## src/rtl/flag_cond_unit.sv

```systemverilog
module flag_cond_unit #(
  parameter int W = 32
) (
  input  logic         clk,
  input  logic         rst_n,
  input  logic [W-1:0] op_a,
  input  logic [W-1:0] op_b,
  input  logic [1:0]   op,
  input  logic         flag_we,
  input  logic [3:0]   cond,
  output logic [W-1:0] result,
  output logic [31:0]  flags,
  output logic         cond_true
);
  localparam logic [31:0] RESET_FLAGS = 32'h0000_0002;
  localparam logic [31:0] LIVE_MASK   = 32'h0000_08D5;

  logic         is_sub;
  logic [W:0]   sum;
  logic [W-1:0] diff;
  logic         cf_n, pf_n, af_n, zf_n, sf_n, of_n;
  logic [31:0]  flags_next;
  logic [31:0]  flags_q;
  logic         base;

  assign is_sub = (op != 2'b00);
  assign sum    = {1'b0, op_a} + {1'b0, (is_sub ? ~op_b : op_b)} + {{W{1'b0}}, is_sub};
  assign diff   = sum[W-1:0];
  assign result = op[1] ? op_a : diff;

  assign cf_n = is_sub ? ~sum[W] : sum[W];
  assign pf_n = ~^diff[7:0];
  assign af_n = op_a[4] ^ op_b[4] ^ diff[4];
  assign zf_n = (diff == '0);
  assign sf_n = diff[W-1];
  assign of_n = is_sub ? ((op_a[W-1] != op_b[W-1]) && (diff[W-1] != op_a[W-1]))
                       : ((op_a[W-1] == op_b[W-1]) && (diff[W-1] != op_a[W-1]));

  assign flags_next = {20'b0, of_n, 3'b0, sf_n, zf_n, 1'b0, af_n, 1'b0, pf_n, 1'b1, cf_n};

  always_ff @(posedge clk or negedge rst_n) begin
    if (!rst_n)       flags_q <= RESET_FLAGS;
    else if (flag_we) flags_q <= flags_next;
  end

  assign flags = flags_q;

  always_comb begin
    case (cond[3:1])
      3'd0:    base = flags_q[11];
      3'd1:    base = flags_q[0];
      3'd2:    base = flags_q[6];
      3'd3:    base = flags_q[0] | flags_q[6];
      3'd4:    base = flags_q[7];
      3'd5:    base = flags_q[2];
      3'd6:    base = flags_q[7] ^ flags_q[11];
      default: base = flags_q[6] | (flags_q[7] ^ flags_q[11]);
    endcase
  end

  assign cond_true = base ^ cond[0];

  logic [W:0] chk_add;
  assign chk_add = {1'b0, op_a} + {1'b0, op_b};

  a_r8_reserved_bits: assert property (@(posedge clk) disable iff (!rst_n)
    (flags & ~LIVE_MASK) == RESET_FLAGS);

  a_r7_hold_flags: assert property (@(posedge clk) disable iff (!rst_n)
    !flag_we |=> $stable(flags));

  a_r3_add_carry: assert property (@(posedge clk) disable iff (!rst_n)
    (flag_we && op == 2'b00) |=> flags[0] == $past(chk_add[W]));

  a_r4_zero_on_equal: assert property (@(posedge clk) disable iff (!rst_n)
    (flag_we && op != 2'b00) |=> flags[6] == ($past(op_a) == $past(op_b)));
endmodule

```

## config.mk

```make
export PLATFORM = sky130hd
export DESIGN_NAME = flag_cond_unit
export DESIGN_NICKNAME = d
export VERILOG_FILES = /design/src/rtl/flag_cond_unit.sv
export SDC_FILE = /design/constraint.sdc
export NUM_CORES = 1
export LEC_CHECK = 0
export BUFFER_PORTS_ARGS = -buffer_cell sky130_fd_sc_hd__buf_4
export CORE_ASPECT_RATIO = 1.1
export CORE_MARGIN = 4
export CORE_UTILIZATION = 50
export CTS_CLUSTER_DIAMETER = 80
export DETAILED_ROUTE_END_ITERATION = 7
export HOLD_SLACK_MARGIN = 0.03
export PLACE_DENSITY = 0.81
export SLEW_MARGIN = 20
export SYNTH_ARGS = -nofsm -noshare
export SYNTH_HDL_FRONTEND = slang
export SYNTH_SLANG_ARGS = --single-unit
export TNS_END_PERCENT = 100
```

## constraint.sdc

```tcl
create_clock -name clk -period 4.4 [get_ports clk]
set_clock_uncertainty 0.05 [all_clocks]
set_input_delay 0.22 -clock clk [delete_from_list [all_inputs] [get_ports clk]]
set_output_delay 0.22 -clock clk [all_outputs]
set_load 0.01 [all_outputs]
```

==> results of run 1 <==
==> worst min path at each step <==
stage               startpoint        to  cells after the start  slack, ns
finish                 flag_we  flags[0]                      2       0.22
global route           flag_we  flags[6]                      2       0.23
global placement         rst_n  flags[4]                      1      -0.02
CTS                    flag_we  flags[6]                      2       0.22
detailed placement       rst_n  flags[4]                      1      -0.02
floorplan                rst_n  flags[0]                      0      -0.13
==> cell usage after synthesis (all sizes together) (2+ instances only) <==
library cell,count,area [sq um]
nand2,56,210
xnor2,55,482
o21ai,49,253
ha,37,463
a21oi,35,179
buf,31,223
nor2,20,75.1
inv,13,48.8
clkbuf,10,37.5
xor2,10,87.6
a21o,9,67.6
nor3,9,50.1
nand4,7,43.8
o21a,7,53.8
dfrtp,6,150
nand3,6,30.0
o21bai,6,45.0
o31ai,6,58.8
a31oi,5,46.3
and3,5,31.3
o2111ai,4,35.0
o211ai,4,48.8
or3,4,25.0
a221o,3,30.0
a221oi,3,26.3
mux2,3,33.8
mux2i,3,30.0
nor2b,3,18.8
nor4,3,18.8
a211o,2,17.5
and4,2,20.0
conb,2,7.51
nand2b,2,12.5
o221ai,2,17.5
or2,2,12.5
==> metal layers <==
metal / wire (microns) / up-vias
met1: 3590 / 1572
li1: - / 1756
met3: 503 / 13
met4: 146 / 0
met5: 0 / -
met2: 4920 / 118
==> cell type report <==
cell class / instances / share of cell area
Clock buffer: 3 / 0.0103
Timing Repair Buffer: 115 / 0.216
Multi-Input combinational cell: 405 / 0.699
Tap cell: 80 / 0.0250
Inverter: 13 / 0.0122
Sequential cell: 6 / 0.0375
==> placed cells by master (no fill, tap or decap), drive strengths merged, types with 5 or more instances in the layout <==
cell	Yosys	final
o21bai	6	6
o31ai	6	6
a31oi	5	5
o21ai	49	49
ha	37	37
dfrtp	6	6
nand3	6	6
buf	31	114
a21oi	35	35
xor2	10	10
and3	5	5
xnor2	55	55
nand2	56	56
a21o	9	9
nor3	9	9
nor2	20	20
nand4	7	7
inv	13	13
conb	2	26
o21a	7	7
==> cells by family after synthesis <==
kind of cell    after synthesis
simple gates                124
compound gates              146
fa+ha+maj                    38
buf+inv                      54
flops                         6
other cells                   2
mux                           6
xor+xnor                     65
==> timing repair <==
action                                  CTS  global route
endpoints found under the setup margin    0             0
endpoints found under the hold margin     6             0
setup buffers                             0             0
hold buffers                              1             0
==> report_power, final <==
| part | internal, W | total (W) | switching [W] |
|---|---|---|---|
| Sequential | 0.0000718 | 0.0000861 | 0.0000143 |
| Clock | 0.0000586 | 0.0000808 | 0.0000222 |
| Combinational | 0.000412 | 0.000889 | 0.000478 |
==> metrics by stage <==
stage	total power, W	setup slack, ns	hold slack, ns
finish	0.00106	0.472	0.222
global route	0.00115	0.246	0.233
CTS	0.00106	0.455	0.220
detailed placement	0.000968	0.313	-0.0217
global placement	0.000958	0.526	-0.0219
floorplan	0.000693	0.579	-0.126
==> impl_metrics.py, run 1 <==
metrics = {
    "floorplanning": {
        "die_h_microns": 91.3,
        "coreArea_sq_mm": 0.00616,
        "num_rows": 30,
        "die-width_microns": 83.8,
        "io_pins": 138,
        "start_util": 0.513,
        "die-area_sq_mm": 0.00765,
    },
    "global_route": {
        "grt_usage": 0.226,
        "grt_start_max_net_pins": 62,
        "grt_overflow": 0,
        "use_met3": 0.0245,
        "use_met2": 0.445,
        "grtUsageMet1": 0.251,
        "antenna_found_initial": 0,
        "busiest_layer": "met2",
        "grt_pass1_wl_mm": 14.8,
        "grt_pass1_vias": 3364,
    },
    "sta": {
        "slew_violations": 0,
        "final_hold_viol_count": 0,
        "min_period_ns": 3.93,
        "tightest_slew_ns": 0.596,
        "post-route-period-util": 0.893,
        "slew_headroom": 0.602,
        "rsz0062_at_grt": "false",
        "timing.setup.tns_ns": 0,
        "setup_viol": 0,
        "max_freq_mhz": 255,
    },
    "routing": {
        "post_drt_wl_per_cell_microns": 14.7,
        "ant_nets": 0,
        "wl_mm": 9.16,
        "vias": 3459,
        "drt-initial-drc-count": 211,
        "dr.pass1.iters": 4,
        "viasPerCell": 5.56,
        "drc": 0,
    },
    "critical_path": {
        "reg2regPathDepth": 1,
        "critPathSlowestCell": "nor2_4",
        "path_common_cell": "buf_4",
        "critical_path_class": "in2out",
        "path_max_fanout": 16,
        "worst-path-buf-inv": 2,
        "cp_num_cells": 14,
        "critical_path_arrival_ns": 3.66,
        "critPathTopFamily": "simple AND/OR/NAND/NOR gates",
        "setup.worst_path.end": "result[29]",
        "crit_chain": "buf_4 -> nor2_4 -> xnor2_1 -> ha_1 -> a21oi_1 -> o21ai_1 -> or2_0 -> or3_1 -> o22a_2 -> a221o_1 -> and4_4 -> nor3_1 -> o21ai_0 -> buf_4",
        "rr_startpoint": "flags[2]",
        "critPathMaxStageDelay_ns": 0.48,
        "worst_setup_path_start_kind": "primary input",
        "startpoint": "op[0]",
        "worstSetupEndpointType": "primary output",
        "worstPathRequired_ns": 4.13,
        "r2r_end": "flags[2]",
        "reg2reg_setup_slack_ns": 3.56,
    },
    "clocking": {
        "clock_path_buffers": 2,
        "clk_pin_slew_worst_paths_ns": 0.03,
        "clock_sinks": 6,
        "root_buffer": "clkbuf_8",
        "cts_resized": 0,
        "cts_buffers": 3,
        "cts_tree": "built",
        "clkLatencyLatePin_ns": 0.22,
        "cts_max_level": 1,
    },
    "final_layout": {
        "utilization": 0.650,
        "area_growth_pct": 26.8,
        "stdcell_count": 622,
        "diodes": 0,
        "drive_gt1_frac": 0.249,
        "stdcell_area_sq_mm": 0.00400,
        "largest_register_ffs": 6,
        "regArea_sq_um": 150,
        "layout.nets": 655,
        "nFillCells": 567,
        "multi_input_area_sq_mm": 0.00280,
    },
    "placement": {
        "io_buffers": 111,
        "gp_congestion": 0.960,
        "placed_cells": 618,
        "place_area_sq_mm": 0.00395,
        "dp_hpwl_mm": 7.80,
    },
    "yosys": {
        "syn_area_per_cell_sq_um": 7.16,
        "synth-compound-area-share": 0.311,
        "syn_area_sq_mm": 0.00316,
        "yosys_warnings": 0,
        "synth_cells": 441,
        "yosys.area_share.simple": 0.188,
        "synth_top_family_by_area": "compound AO/OA/AOI/OAI gates",
        "synth-adder-area-share": 0.153,
        "seq_area_frac_synth": 0.0476,
        "synth-main-ff-cell": "dfrtp_1",
        "muxShareOfSynthArea": 0.0202,
        "yosysUniqueCellTypes": 66,
        "ys_async_sr_fraction": 1.00,
        "synth_xor_area_frac": 0.180,
        "ys_seq_elements": 6,
        "synth_edf_count": 0,
    },
    "hold_path": {
        "hold_class": "in2reg",
    },
    "run_status": {
        "status": "finished, final reports clean",
    },
    "pwr": {
        "cellPowerDensity_mw_per_mm2": 264,
        "p_leak_nw": 1.82,
        "vdd_drop_max_v": 0.000155,
    },
    "run": {
        "drv_cap": 0,
    },
}
Note: power is estimated with default switching activity, not from simulation.
==> run 2, diff against run 1 <==
--- a/constraint.sdc
+++ b/constraint.sdc
@@ -4,2 +4,2 @@
 set_output_delay 0.22 -clock clk [all_outputs]
-set_load 0.01 [all_outputs]
+set_load 0.1 [all_outputs]
==> impl_metrics.py, run 2 (same netlist as run 1, synthesis figures left out) <==
metrics = {
    "run_status": {
        "status": "finished, final reports clean",
    },
    "final_layout": {
        "layout.nets": 655,
        "drive_gt1_frac": 0.277,
        "mostFrequentLayoutCell": "buf_4",
        "stdcell_area_sq_mm": 0.00406,
        "utilization": 0.660,
        "largest_register_ffs": 6,
        "mostFrequentLayoutCells": "114 x buf_4, 56 x nand2_1, 55 x xnor2_1",
        "stdcell_count": 622,
        "diodes": 0,
        "area_growth_pct": 28.7,
    },
    "pwr": {
        "vdd_drop_max_v": 0.000275,
        "cellPowerDensity_mw_per_mm2": 412,
        "p_leak_nw": 1.84,
        "total_power_w": 0.00167,
    },
    "hold_path": {
        "worstHoldPathCells": 2,
        "min_to": "flags[0]",
        "hold_class": "in2reg",
        "hp-start": "flag_we",
    },
    "routing": {
        "wl_mm": 9.50,
        "dr.pass1.iters": 4,
        "ant_nets": 0,
        "drt-initial-drc-count": 149,
        "vias": 3502,
        "drc": 0,
        "post_drt_wl_per_cell_microns": 15.3,
        "viasPerCell": 5.63,
    },
    "critical_path": {
        "path_max_fanout": 15,
        "critical_path_arrival_ns": 3.75,
        "rr_startpoint": "flags[2]",
        "worst_setup_path_start_kind": "primary input",
        "r2r_end": "flags[2]",
        "reg2reg_setup_slack_ns": 3.56,
        "startpoint": "op[0]",
        "reg2regPathDepth": 1,
        "worstPathRequired_ns": 4.13,
        "worstSetupEndpointType": "primary output",
        "critical_path_class": "in2out",
    },
    "clocking": {
        "clk_pin_slew_worst_paths_ns": 0.04,
        "cts_buffers": 3,
        "cts_max_level": 1,
        "clock_path_buffers": 2,
        "root_buffer": "clkbuf_8",
        "clock_sinks": 6,
        "clkLatencyLatePin_ns": 0.22,
        "cts_tree": "built",
    },
    "run": {
        "drv_cap": 0,
    },
    "sta": {
        "rsz0062_at_grt": "false",
        "slew_headroom": 0.542,
        "timing.setup.tns_ns": 0,
        "setup_viol": 0,
        "post-route-period-util": 0.914,
        "slew_violations": 0,
        "tightest_slew_ns": 0.679,
        "final_hold_viol_count": 0,
        "min_period_ns": 4.02,
        "max_freq_mhz": 249,
    },
    "placement": {
        "place_area_sq_mm": 0.00401,
        "dp_hpwl_mm": 8.00,
        "gp_congestion": 0.989,
        "placed_cells": 618,
        "io_buffers": 111,
    },
    "global_route": {
        "antenna_found_initial": 0,
        "grt_overflow": 0,
        "grt_usage": 0.239,
        "grt_start_max_net_pins": 62,
        "grt_pass1_vias": 3514,
        "grt_pass1_wl_mm": 15.8,
    },
    "floorplanning": {
        "num_rows": 30,
        "coreArea_sq_mm": 0.00616,
        "die-width_microns": 83.8,
        "die_h_microns": 91.3,
        "die-area_sq_mm": 0.00765,
        "io_pins": 138,
        "start_util": 0.513,
    },
}
run 2: cell count changes in the layout (fill, tap and decap cells not counted):
cell / previous run / this run
o21ai_0: 44 / 19
o31ai_1: 5 / 2
o21ai_2: 2 / 14
o21ai_1: 3 / 16
o31ai_2: 0 / 3
run 2: final cells by class:
class                           instances  area, sq um
Multi-Input combinational cell        405         2860
Fill cell                             562         2090
Timing Repair Buffer                  115          866
Sequential cell                         6          150
Tap cell                               80          100
Inverter                               13         48.8
Clock buffer                            3         41.3
run 2: worst max-delay path, stage by stage:
cell	delay, ns
buf_4	0.13
nor2_4	0.47
xnor2_1	0.16
ha_1	0.36
a21oi_1	0.26
o31ai_4	0.15
o211ai_1	0.34
a21oi_1	0.20
o22a_2	0.29
a221o_1	0.39
and4_4	0.21
nor3_1	0.22
o21ai_1	0.09
buf_4	0.26
run 2: worst max-delay path by stage:
stage / endpoint / cells after the start / slack [ns]
5_1_grt: result[29] / 14 / 0.16
4_1_cts: result[29] / 14 / 0.40
2_1_floorplan: result[29] / 14 / -0.50
6_report: result[29] / 14 / 0.38
3_3_place_gp: flags[6] / 14 / 0.45
3_5_place_dp: flags[6] / 14 / 0.36
run 2: stage by stage:
stage / hold slack (ns) / setup WS (ns)
floorplan: -0.126 / -0.498
global placement: -0.0207 / 0.454
detailed placement: -0.0195 / 0.356
CTS: 0.222 / 0.402
global route: 0.234 / 0.164
finish: 0.224 / 0.377
run 2: report_power, final:
| part | internal (W) | total [W] | switching [W] |
|---|---|---|---|
| clock | 0.0000588 | 0.0000827 | 0.0000239 |
| sequential | 0.0000717 | 0.0000848 | 0.0000131 |
| combinational | 0.000426 | 0.00151 | 0.00108 |
run 2: layer usage:
layer | vias to the layer above | wire length (microns) | track usage
li1 | 1754 | - | -
met1 | 1612 | 3840 | 0.273
met2 | 118 | 5010 | 0.462
met3 | 18 | 465 | 0.0272
met4 | 0 | 179 | 0.0630
met5 | - | 0 | 0
run 2: repair_timing:
item	in CTS	in global routing
endpoints found under the hold margin	6	0
gates resized for setup	0	0
hold buffers	1	0
buffers inserted	0	0
setup endpoints to repair	0	0
==> run 3, diff against run 2 <==
GPL_TIMING_DRIVEN = 0   (was default)
==> impl_metrics.py, run 3 (same netlist as run 1, synthesis figures left out) <==
metrics = {
    "floorplanning": {
        "die-area_sq_mm": 0.00765,
        "die-width_microns": 83.8,
        "io_pins": 138,
        "coreArea_sq_mm": 0.00616,
        "num_rows": 30,
        "die_h_microns": 91.3,
        "start_util": 0.513,
    },
    "pwr": {
        "power_frac_clock": 0.048,
        "swShare": 0.662,
        "cellPowerDensity_mw_per_mm2": 396,
        "p_switching_w": 0.00112,
        "p_leak_nw": 1.99,
        "power_frac_seq": 0.051,
        "vdd_drop_max_v": 0.000274,
        "p_comb_frac": 0.902,
        "p_int_w": 0.000573,
    },
    "placement": {
        "dpl_worst_slack_ns": -0.225,
        "gp_congestion": 1.01,
        "dp_hpwl_mm": 8.67,
        "place_area_sq_mm": 0.00423,
        "io_buffers": 109,
    },
    "clocking": {
        "cts_buffers": 3,
        "cts_setup_buffers": 0,
        "clock_sinks": 6,
        "clk_pin_slew_worst_paths_ns": 0.04,
        "root_buffer": "clkbuf_8",
        "cts_max_level": 1,
        "clkLatencyLatePin_ns": 0.22,
        "cts_tree": "built",
        "clock_path_buffers": 2,
    },
    "critical_path": {
        "critical_path_arrival_ns": 3.88,
        "path_max_fanout": 10,
        "worstSetupEndpointType": "primary output",
        "worst-path-buf-inv": 3,
        "path_common_cell": "o21ai_1",
        "worstPathRequired_ns": 4.13,
        "critPathSlowestCell": "a221o_1",
        "rr_startpoint": "flags[2]",
        "startpoint": "op[1]",
        "critical_path_class": "in2out",
        "critPathMaxStageDelay_ns": 0.39,
        "crit_chain": "buf_2 -> nor2_2 -> clkbuf_4 -> xnor2_1 -> ha_1 -> a21oi_1 -> o21ai_1 -> or2_0 -> or3_1 -> o22a_2 -> a221o_1 -> nor4_1 -> nor3_1 -> o21ai_1 -> buf_4",
        "worst_setup_path_start_kind": "primary input",
        "critPathTopFamily": "compound AO/OA/AOI/OAI gates",
    },
    "routing": {
        "vias": 3700,
        "wl_mm": 10.3,
        "ant_nets": 0,
        "drc": 0,
        "viasPerCell": 5.62,
        "drt-initial-drc-count": 141,
        "dr.pass1.iters": 5,
        "post_drt_wl_per_cell_microns": 15.6,
    },
    "final_layout": {
        "mostFrequentLayoutCells": "135 x buf_4, 56 x nand2_1, 55 x xnor2_1",
        "area_growth_pct": 35.8,
        "drive_gt1_frac": 0.304,
        "diodes": 0,
        "mostFrequentLayoutCell": "buf_4",
        "utilization": 0.697,
        "largest_register_ffs": 6,
        "nFillCells": 528,
        "stdcell_area_sq_mm": 0.00429,
        "layout.nets": 691,
    },
    "global_route": {
        "grt_usage": 0.254,
        "antenna_found_initial": 0,
        "grt_overflow": 0,
        "grt_pass1_wl_mm": 16.3,
        "use_met2": 0.484,
        "grt_start_max_net_pins": 11,
        "grtUsageMet1": 0.290,
        "use_met3": 0.0209,
        "busiest_layer": "met2",
        "grt_pass1_vias": 3566,
    },
    "sta": {
        "final_hold_viol_count": 0,
        "slew_headroom": 0.488,
        "max_freq_mhz": 241,
        "setup_slack_ns": 0.247,
        "setup_viol": 0,
        "min_period_ns": 4.15,
        "slew_violations": 0,
        "tightest_slew_ns": 0.768,
        "rsz0062_at_grt": "false",
        "post-route-period-util": 0.944,
    },
    "hold_path": {
        "hp-start": "op_a[31]",
        "hold_class": "in2reg",
    },
    "run_status": {
        "status": "finished, final reports clean",
    },
    "run": {
        "drv_cap": 0,
    },
}
-- run 3: changes by cell type in the layout (fill, tap and decap cells not counted), sizes merged --
cell    delta
clkbuf    +12
buf       +24
-- run 3: cell type report --
cell class,instances,area (sq um),share of cell area
buffer,41,269,0.0627
multi-input combinational,405,2850,0.665
tap,80,100,0.0233
sequential,6,150,0.0350
clock buffer,3,41.3,0.00963
timing repair buffer,110,828,0.193
inverter,13,48.8,0.0114
-- run 3: path summary, 6_finish.rpt --
kind	to	slack, ns	cells past startpoint
max in group asynchronous	flags[7]	3.88	2
min	flags[11]	0.26	3
min reg2reg	flags[4]	0.48	1
max reg2reg	flags[2]	3.57	1
min in group asynchronous	flags[0]	0.30	2
max	result[29]	0.25	15
-- run 3: metrics by stage --
stage / std cells / TNS (ns) / hold slack [ns] / power (W)
after detailed placement: 654 / -0.537 / -0.0208 / 0.00160
after CTS: 658 / 0 / 0.258 / 0.00169
final: 658 / 0 / 0.262 / 0.00170
after global routing: 658 / 0 / 0.266 / 0.00179
after floorplan: 465 / -0.498 / -0.126 / 0.00130
after global placement: 654 / -0.373 / -0.0224 / 0.00159
-- run 3: repair_timing --
action	4_1_cts	5_1_grt
endpoints found under the setup margin	4	4
hold buffers	1	0
gates resized for setup	4	5
hold endpoints to repair	6	0
-- run 3: power groups by stage --
stage	sequential, W	combinational, W	clock [W]
after detailed placement	0.0000855	0.00152	0
after global placement	0.0000851	0.00151	0
after floorplan	0.000194	0.00110	0
after global routing	0.0000866	0.00161	0.0000871
after CTS	0.0000849	0.00152	0.0000828
final	0.0000857	0.00153	0.0000812
-- run 3: per-layer routing --
metal  wire, microns  share of wire
met5               0              0
met1            4000           0.39
met3             592          0.058
met4             274          0.027
met2            5380           0.52
